==> src/rtl/cfg_sl_pkg.sv <==
package cfg_sl_pkg;

  localparam int WORD_W    = 8;
  localparam int SHUT_STEP = 8;
  localparam int PROG_LEN  = 10;

  localparam logic [WORD_W-1:0] IDLE_WORD = 8'h01;
  localparam logic [WORD_W-1:0] OE_MASK   = 8'hDF;

  typedef enum logic [2:0] {
    ST_IDLE,
    ST_PREP,
    ST_POLL,
    ST_STREAM,
    ST_FINISH
  } seq_state_t;

  // Shutdown step: bit7 always on; bit3 on even steps from 2, otherwise bit2
  function automatic logic [WORD_W-1:0] shut_word(input logic [2:0] idx);
    logic [WORD_W-1:0] w;
    w    = '0;
    w[7] = 1'b1;
    if (idx >= 3'd2 && !idx[0]) w[3] = 1'b1;
    else                        w[2] = 1'b1;
    return w;
  endfunction

  // Program pulse step: clock idle high, program line up on steps 1 and 2
  function automatic logic [WORD_W-1:0] prog_word(input logic [3:0] idx);
    logic [WORD_W-1:0] w;
    w = IDLE_WORD;
    if (idx == 4'd1 || idx == 4'd2) w[1] = 1'b1;
    return w;
  endfunction

endpackage

==> src/rtl/cfg_sl_tick.sv <==
module cfg_sl_tick #(
  parameter int TICK_DIV = 2
) (
  input  logic clk,
  input  logic rst,
  input  logic restart,
  output logic tick
);
  generate
    if (TICK_DIV <= 1) begin : g_every
      logic armed;
      always_ff @(posedge clk) begin
        if (rst) armed <= 1'b0;
        else     armed <= 1'b1;
      end
      assign tick = armed & ~restart;
    end else begin : g_div
      localparam int CW = $clog2(TICK_DIV);
      logic [CW-1:0] cnt;
      assign tick = !restart && (cnt == CW'(TICK_DIV - 1));
      always_ff @(posedge clk) begin
        if (rst || restart)                cnt <= '0;
        else if (cnt == CW'(TICK_DIV - 1)) cnt <= '0;
        else                               cnt <= cnt + CW'(1);
      end
    end
  endgenerate
endmodule

==> src/rtl/cfg_sl_prep.sv <==
module cfg_sl_prep
  import cfg_sl_pkg::*;
#(
  parameter int SHUT_REPS = 4
) (
  input  logic              clk,
  input  logic              rst,
  input  logic              clear,
  input  logic              step,
  output logic [WORD_W-1:0] word,
  output logic              last
);
  localparam int SHUT_TOTAL = SHUT_REPS * SHUT_STEP;
  localparam int TOTAL      = SHUT_TOTAL + PROG_LEN;
  localparam int SW         = $clog2(TOTAL + 1);

  logic [SW-1:0] pos;
  logic [3:0]    prog_idx;

  assign prog_idx = 4'(pos - SW'(SHUT_TOTAL));
  assign word     = (pos < SW'(SHUT_TOTAL)) ? shut_word(pos[2:0]) : prog_word(prog_idx);
  assign last     = (pos == SW'(TOTAL - 1));

  always_ff @(posedge clk) begin
    if (rst || clear) pos <= '0;
    else if (step)    pos <= pos + SW'(1);
  end
endmodule

==> src/rtl/cfg_sl_poll.sv <==
module cfg_sl_poll #(
  parameter int POLL_MAX       = 10,
  parameter int POLL_GAP_TICKS = 3
) (
  input  logic clk,
  input  logic rst,
  input  logic clear,
  input  logic step,
  input  logic init_in,
  output logic found,
  output logic exhausted
);
  localparam int PW = $clog2(POLL_MAX + 1);
  localparam int GW = (POLL_GAP_TICKS < 1) ? 1 : $clog2(POLL_GAP_TICKS + 1);

  logic [PW-1:0] polls;
  logic [GW-1:0] gap;
  logic          at_poll;

  assign at_poll   = (gap == '0);
  assign found     = step && at_poll && init_in;
  assign exhausted = step && at_poll && !init_in && (polls == PW'(POLL_MAX - 1));

  always_ff @(posedge clk) begin
    if (rst || clear) begin
      polls <= '0;
      gap   <= '0;
    end else if (step) begin
      if (!at_poll) begin
        gap <= gap - GW'(1);
      end else if (!init_in) begin
        polls <= polls + PW'(1);
        gap   <= GW'(POLL_GAP_TICKS);
      end
    end
  end
endmodule

==> src/rtl/cfg_sl_shift.sv <==
module cfg_sl_shift
  import cfg_sl_pkg::*;
(
  input  logic              clk,
  input  logic              rst,
  input  logic              clear,
  input  logic              accept_en,
  input  logic              step,
  input  logic [7:0]        in_byte,
  input  logic              in_valid,
  input  logic              in_last,
  output logic              in_ready,
  output logic [WORD_W-1:0] word,
  output logic              emit,
  output logic              img_end
);
  logic [7:0] byte_q;
  logic       have;
  logic       is_last;
  logic [2:0] bit_idx;
  logic       half;
  logic       consume;
  logic       load;

  assign emit     = step && have;
  assign consume  = emit && half && (bit_idx == 3'd0);
  assign in_ready = accept_en && (!have || consume);
  assign load     = in_ready && in_valid;
  assign img_end  = consume && is_last;

  always_comb begin
    word    = '0;
    word[6] = byte_q[bit_idx];
    word[0] = ~half;
  end

  always_ff @(posedge clk) begin
    if (rst || clear) begin
      have    <= 1'b0;
      half    <= 1'b0;
      bit_idx <= 3'd7;
      is_last <= 1'b0;
      byte_q  <= '0;
    end else begin
      if (emit) begin
        half <= ~half;
        if (half) bit_idx <= bit_idx - 3'd1;
      end
      if (load) begin
        byte_q  <= in_byte;
        is_last <= in_last;
        have    <= 1'b1;
      end else if (consume) begin
        have <= 1'b0;
      end
    end
  end
endmodule

==> src/rtl/cfg_serial_loader.sv <==
module cfg_serial_loader
  import cfg_sl_pkg::*;
#(
  parameter int TICK_DIV       = 133,
  parameter int SHUT_REPS      = 4,
  parameter int POLL_MAX       = 10,
  parameter int POLL_GAP_TICKS = 7500
) (
  input  logic       clk,
  input  logic       rst,
  input  logic       start_i,
  input  logic [7:0] img_byte_i,
  input  logic       img_valid_i,
  input  logic       img_last_i,
  output logic       img_ready_o,
  input  logic       init_i,
  output logic [7:0] pin_o,
  output logic [7:0] pin_oe_o,
  output logic       busy_o,
  output logic       done_o,
  output logic       err_o
);
  seq_state_t        state;
  logic              idle;
  logic              tick;
  logic [WORD_W-1:0] prep_word;
  logic              prep_last;
  logic              poll_found;
  logic              poll_exh;
  logic [WORD_W-1:0] sh_word;
  logic              sh_emit;
  logic              sh_end;

  assign idle = (state == ST_IDLE);

  cfg_sl_tick #(.TICK_DIV(TICK_DIV)) tick_i (
    .clk(clk), .rst(rst), .restart(idle), .tick(tick)
  );

  cfg_sl_prep #(.SHUT_REPS(SHUT_REPS)) prep_i (
    .clk(clk), .rst(rst), .clear(idle),
    .step(tick && state == ST_PREP),
    .word(prep_word), .last(prep_last)
  );

  cfg_sl_poll #(.POLL_MAX(POLL_MAX), .POLL_GAP_TICKS(POLL_GAP_TICKS)) poll_i (
    .clk(clk), .rst(rst), .clear(idle),
    .step(tick && state == ST_POLL), .init_in(init_i),
    .found(poll_found), .exhausted(poll_exh)
  );

  cfg_sl_shift shift_i (
    .clk(clk), .rst(rst), .clear(idle),
    .accept_en(state == ST_POLL || state == ST_STREAM),
    .step(tick && state == ST_STREAM),
    .in_byte(img_byte_i), .in_valid(img_valid_i), .in_last(img_last_i),
    .in_ready(img_ready_o), .word(sh_word), .emit(sh_emit), .img_end(sh_end)
  );

  always_ff @(posedge clk) begin
    if (rst) begin
      state    <= ST_IDLE;
      pin_o    <= IDLE_WORD;
      pin_oe_o <= '0;
      busy_o   <= 1'b0;
      done_o   <= 1'b0;
      err_o    <= 1'b0;
    end else begin
      done_o <= 1'b0;
      unique case (state)
        ST_IDLE: begin
          if (start_i) begin
            state    <= ST_PREP;
            busy_o   <= 1'b1;
            err_o    <= 1'b0;
            pin_oe_o <= OE_MASK;
          end
        end
        ST_PREP: begin
          if (tick) begin
            pin_o <= prep_word;
            if (prep_last) state <= ST_POLL;
          end
        end
        ST_POLL: begin
          if (poll_found) begin
            state <= ST_STREAM;
          end else if (poll_exh) begin
            state    <= ST_IDLE;
            err_o    <= 1'b1;
            busy_o   <= 1'b0;
            pin_oe_o <= '0;
            pin_o    <= IDLE_WORD;
          end
        end
        ST_STREAM: begin
          if (sh_emit) pin_o <= sh_word;
          if (sh_end)  state <= ST_FINISH;
        end
        ST_FINISH: begin
          if (tick) begin
            state    <= ST_IDLE;
            pin_o    <= IDLE_WORD;
            done_o   <= 1'b1;
            busy_o   <= 1'b0;
            pin_oe_o <= '0;
          end
        end
        default: state <= ST_IDLE;
      endcase
    end
  end
endmodule

==> config.mk <==
export PLATFORM = sky130hd
export DESIGN_NAME = cfg_serial_loader
export DESIGN_NICKNAME = d
export VERILOG_FILES = /design/src/rtl/cfg_sl_pkg.sv /design/src/rtl/cfg_sl_tick.sv /design/src/rtl/cfg_sl_prep.sv /design/src/rtl/cfg_sl_poll.sv /design/src/rtl/cfg_sl_shift.sv /design/src/rtl/cfg_serial_loader.sv
export SDC_FILE = /design/constraint.sdc
export NUM_CORES = 1
export LEC_CHECK = 0
export BUFFER_PORTS_ARGS = -buffer_cell sky130_fd_sc_hd__buf_2
export CAP_MARGIN = 5
export CORE_ASPECT_RATIO = 1.4
export CORE_MARGIN = 2
export CORE_UTILIZATION = 35
export DETAILED_ROUTE_END_ITERATION = 7
export GPL_ROUTABILITY_DRIVEN = 1
export GPL_TIMING_DRIVEN = 1
export PLACE_DENSITY_LB_ADDON = 0.05
export SLEW_MARGIN = 20
export SYNTH_ARGS = -nofsm -noshare
export SYNTH_HDL_FRONTEND = slang
export SYNTH_HIERARCHICAL = 1
export SYNTH_SLANG_ARGS = --single-unit
==> constraint.sdc <==
create_clock -name clk -period 5.8 [get_ports clk]
set_input_delay 0 -clock clk [delete_from_list [all_inputs] [get_ports clk]]
set_output_delay 0 -clock clk [all_outputs]
set_load 0.1 [all_outputs]
After elaboration in Yosys (flattened, before gate mapping):

Cells that the tools add are included.

* register bits after elaboration: 67
* bits of input ports: 14
* output and inout bits: 20
* word-level logic and storage cells: 124

* add/sub/neg operators: 6
* $lt $le $gt $ge: 3
* equal/unequal tests: 19
* mux-type cells: 39
* bitwise logic cells: 3
* reductions and logical operators: 39

Operators by type and width (count)
* $mux 8: 10
* $pmux 8 s4: 1
* $mux 13: 2
* $pmux 8 s3: 1
* $mux 3: 7
* $logic_and 1x1->1: 15
* $pmux 3 s5: 1
* $mux 1: 14
* $ne 2x2->1 const B: 7
* $logic_not 13->1: 1
* $sub 13x1->13 const B: 1
* $reduce_and 6->1: 2
* $add 8x1->8 const B: 1
* $eq 8x8->1 const B: 1
* $add 6x1->6 const B: 1
* $eq 3x2->1 const B: 2
* $eq 6x6->1 const B: 1
* $logic_not 3->1: 2
* $lt 6x6->1 const B: 1
* $reduce_and 5->1: 1
* $add 4x1->4 const B: 1
* $eq 4x1->1 const B: 1
* $eq 4x2->1 const B: 1
* $eq 4x4->1 const B: 1
* other kinds (21): 33

Depth between registers and ports, before layout:

* depth after elaboration: 11
* mapped depth: 15
* mapped depth without buffers: 14

By module:

Netlist, hierarchy kept.

Modules (own cells, without submodules)
* cfg_serial_loader: instances 1, cells an instance 125, area each 1039.7 um^2
* cfg_sl_poll: instances 1, cells an instance 119, area each 998.5 um^2
* cfg_sl_shift: instances 1, cells an instance 79, area each 720.7 um^2
* cfg_sl_tick: instances 1, cells an instance 41, area each 380.4 um^2
* cfg_sl_prep: instances 1, cells an instance 45, area each 356.6 um^2

Worst setup path after synthesis:

No wires, ideal clock.

* path type: register to register
* start: register tick_i.g_div.cnt[0]
* end: register pin_o[1]
* setup time: 132 ps
* arrival time: 4159 ps
* required time: 5668 ps
* slack: 1509 ps
* stages on the path, launching flop included: 16
* buffers on the path: 1
* clock period less this slack: 4291 ps
* path through: dfxtp_1 -> inv_1 -> ha_1 -> nand4b_2 -> or4_1 -> nor2_1 -> nand2_1 -> nor2_1 -> or4b_2 -> or4b_4 -> buf_6 -> nor3_1 -> nand4bb_4 -> a21o_4 -> a221oi_2 -> nor3_1

* word-level cells in the longest chain between the ends: 8

Ends and longest elaborated chain
* start: declaration: RTL line cfg_sl_tick.sv:19 `logic [CW-1:0] cnt;`
* start signal: assignment: RTL line cfg_sl_tick.sv:24 `else cnt <= cnt + CW'(1);`
* $eq 8x8->1: RTL line cfg_sl_tick.sv:20 `assign tick = !restart && (cnt == CW'(TICK_DIV - 1));`
* $logic_and 1x1->1: RTL line cfg_sl_tick.sv:20
* via tick: RTL line cfg_serial_loader.sv:25 `logic tick;`
* $logic_and 1x1->1: RTL line cfg_serial_loader.sv:48 `.step(tick && state == ST_POLL), .init_in(init_i),`
* $logic_and 1x1->1 (3 in series): RTL line cfg_sl_poll.sv:22 `assign exhausted = step && at_poll && !init_in && (polls == PW'(POLL_MAX - 1));`
* via poll_exh: RTL line cfg_serial_loader.sv:29 `logic poll_exh;`
* $ne 2x2->1 (no source line)
* $reduce_and 6->1 (no source line)
* end signal: assignment: RTL line cfg_serial_loader.sv:81 `pin_o <= prep_word;`
* end signal: assignment: RTL line cfg_serial_loader.sv:97 `if (sh_emit) pin_o <= sh_word;`
* end: declaration: RTL line cfg_serial_loader.sv:17 `output logic [7:0] pin_o,`

The timed path passes the listed nets, and every way through them passes these cells.
A chain may end at the register's enable or synchronous reset.

Worst setup path in the final report:

* start: register tick_i.g_div.cnt[0]
* end: register pin_o[7]

Same word-level chain as after synthesis.

==> results.cfg <==
[sta]
setup_tns_ns = 0
rsz0062_at_grt = false
worstMarginPinSlew_ns = 1.04
hold_ws_ns = 0.0556
setup_viol = 0
skew_ns = 0.00562
fin_crit_ns = 4.75
drv_slew = 0
maxSlewHeadroom_pct = 30.5
fin_crit_sh_pct = 82.0
hold_viol = 0
max_freq_mhz = 210

[layout]
antenna_cells = 0
final_cell_mix = dfxtp_1, nand2_1, nor2_1
layout_commonest_cell = dfxtp_1
syn2layout_area_growth_pct = 17.3
nets = 466
layout-drive-gt1-share_pct = 18.2
num-fill-cells = 1026

[synthesis]
synth_cells = 409
synth_edf_count = 0
syn_area_sq_mm = 0.00350
synthFlopType = dfxtp_1
yosysSeqAreaShare_pct = 33.8
synth_cell_types = 66
yosys_warnings = 6
syn_avg_cell_area_sq_um = 8.55
ys_seq_elements = 59
async_reset_ff_share_pct = 0

[clocking]
root_buffer = clkbuf_16
cts.sink_count = 59
cts_resized = 0
cts_tree = built
clk_pin_slew_worst_paths_ns = 0.05
cts_buffers = 9
insertion_delay_ns = 0.33
ctsHtreeMaxLevel = 3
clk_path_buf_depth = 2
postCtsSetupBuffers = 0

[detailed_routing]
vias = 2907
avgRoutedWirePerCell_microns = 13.5
drt-total-wl_microns = 7850
dr.pass1.iters = 4
drc = 0
ant_nets = 0
via_per_inst = 5.00
first_iter_violations = 120

[placed_design]
dpl.hpwl_microns = 5560
routabilityCongestion = 0.753
port_buffers = 32

[global_route]
first_global_vias = 2811
antenna_found_initial = 0
grt_pass1_wl_microns = 13300
grt_max_degree = 30
grt_use_total_pct = 15.8
grt_overflow = 0

[floorplan]
initial_core_util_pct = 35.7
dieArea_sq_mm = 0.0108
chipHeight_microns = 122
core_sq_mm = 0.00979
boundaryPins = 34
fp.dieW_microns = 88.5
rows = 43

[worst_setup_path]
worstPathMaxFanout = 10
cpPeakStageDelay_ns = 0.70
crit_type = flop to flop
crit_required_ns = 6.00
critical_path.endpoint_type = flop
crit_family = simple AND/OR/NAND/NOR gates
crit_chain = inv_1 > ha_1 > nand4b_2 > or4_1 > nor2_1 > nand2_1 > nor2_1 > or4b_2 > or4b_4 > nor3_1 > nand4bb_4 > a21o_4 > a221oi_2 > nor3_1
crit_arrival_ns = 4.95
critPathBufInv = 1
startpoint_type = flop
critPathSlowestCell = or4b_2

[run]
max-cap-violations = 0

[pwr]
leakagePower_uw = 0.00153
ir_worst_vdd_v = 0.000137
p_per_area_mw_per_mm2 = 263

[run_status]
status = completed

[worst_hold_path]
hold_class = primary input to flop
==> worst paths after layout <==
kind         slack (ns)  cells past startpoint                        endpoint                           start
max reg2reg        1.05                     14           pin_o[7]$_SDFFE_PP0P_  tick_i/g_div.cnt[0]$_SDFF_PP0_
min reg2reg        0.45                      2  shift_i/byte_q[5]$_SDFFE_PP0P_  shift_i/byte_q[5]$_SDFFE_PP0P_
min                0.06                      2              err_o$_SDFFE_PP0P_                             rst
max                1.05                     14           pin_o[7]$_SDFFE_PP0P_  tick_i/g_div.cnt[0]$_SDFF_PP0_
==> final cells by class <==
type,count,area [sq um],area share [%]
well taps,135,169,4.12
inverters,26,97.6,2.38
repair buffers,49,315,7.69
multi-input cells,296,2010,49.0
clock buffers,10,239,5.83
clock inverters,6,88.8,2.17
flip-flops and latches,59,1180,28.8
==> worst reg2reg max path, stage by stage, from the launching register on <==
cell and delay (ns):
dfxtp_1 0.35, inv_1 0.07, ha_1 0.15, nand4b_2 0.13
or4_1 0.45, nor2_1 0.50, nand2_1 0.12, nor2_1 0.34
or4b_2 0.70, or4b_4 0.59, nor3_1 0.42, nand4bb_4 0.19
a21o_4 0.30, a221oi_2 0.25, nor3_1 0.08
==> Yosys cell counts, types with 2 or more instances <==
cell type   n  share of area (%)
clkbuf_1    6               0.64
a211oi_1    5                1.1
o21ai_0    18                2.6
buf_4      22                4.7
or3_1      11                2.0
nand2_1    41                4.4
and3_1      3               0.54
o41ai_1     2               0.50
nor4_1      4               0.72
mux4_1      2                1.5
nor3b_1     4               0.86
a221oi_2    7                3.0
inv_1      26                2.8
nand3b_1    8                1.7
mux2i_1    13                3.7
nor4b_1     2               0.50
nand4_1     3               0.54
nor3_1     26                3.7
xnor2_1     5                1.3
and2_1      2               0.36
or3_2       2               0.43
xor2_1      6                1.5
conb_1      3               0.32
nor2b_1     3               0.54
buf_2       4               0.57
or2_2       3               0.54
nor2_1     36                3.9
ha_1       11                3.9
nand2b_1    3               0.54
dfxtp_1    59                 34
a21o_4      2               0.86
or4_1       6                1.3
buf_6       2               0.64
nand3_1     9                1.3
a21oi_1    15                2.1
a31oi_1     5               0.89
==> flip-flops by register name (all words and copies together), names as in the netlist <==
signal and cells:
tick_i/g_div.cnt 8, pin_o 8, pin_oe_o 1, err_o 1, shift_i/is_last 1, done_o 1
shift_i/have 1, state 3, prep_i/pos 6, poll_i/gap 13, shift_i/bit_idx 3, poll_i/polls 4
shift_i/byte_q 8, shift_i/half 1
==> metrics by stage <==
step	instance area [sq um]	utilization [%]	power, uW	setup slack [ns]	instances
floorplan	3520	-	492	1.51	416
global placement	3660	37.4	498	1.28	554
detailed placement	3660	37.4	498	1.03	554
CTS	4100	41.9	1090	1.01	581
global route	4100	41.9	1110	0.667	581
finish	4100	41.9	1080	1.05	581
==> per-layer routing <==
layer	track usage, %	vias to the layer above	routed length, microns
li1	-	1494	-
met5	0	-	0
met3	3.16	10	174
met4	7.20	0	150
met2	27.9	27	4170
met1	17.9	1376	3350
==> repair_timing <==
action	CTS	global route
endpoints found under the hold margin	11	0
hold buffers	11	0
endpoints found under the setup margin	0	0
==> logic make-up (layout without fill, tap and decap cells) <==
logic type               after synthesis  count (layout)  share of synthesized area, %
AO/OA/AOI/OAI                         71              71                          15.9
XOR/XNOR                              12              12                          3.22
adder cells (fa/ha/maj)               11              11                          3.94
buffers and inverters                 61              91                          9.48
flip-flops                            59              59                          33.8
multiplexers                          16              16                          5.55
other                                  3              10                         0.322
AND/OR/NAND/NOR                      176             176                          27.8
==> power by group <==
| group | internal [uW] | total (uW) | switching [uW] |
|---|---|---|---|
| Sequential | 407 | 409 | 2.01 |
| Combinational | 19.7 | 85.4 | 65.7 |
| Clock | 387 | 582 | 194 |
Note: power is estimated with default switching activity, not from simulation.
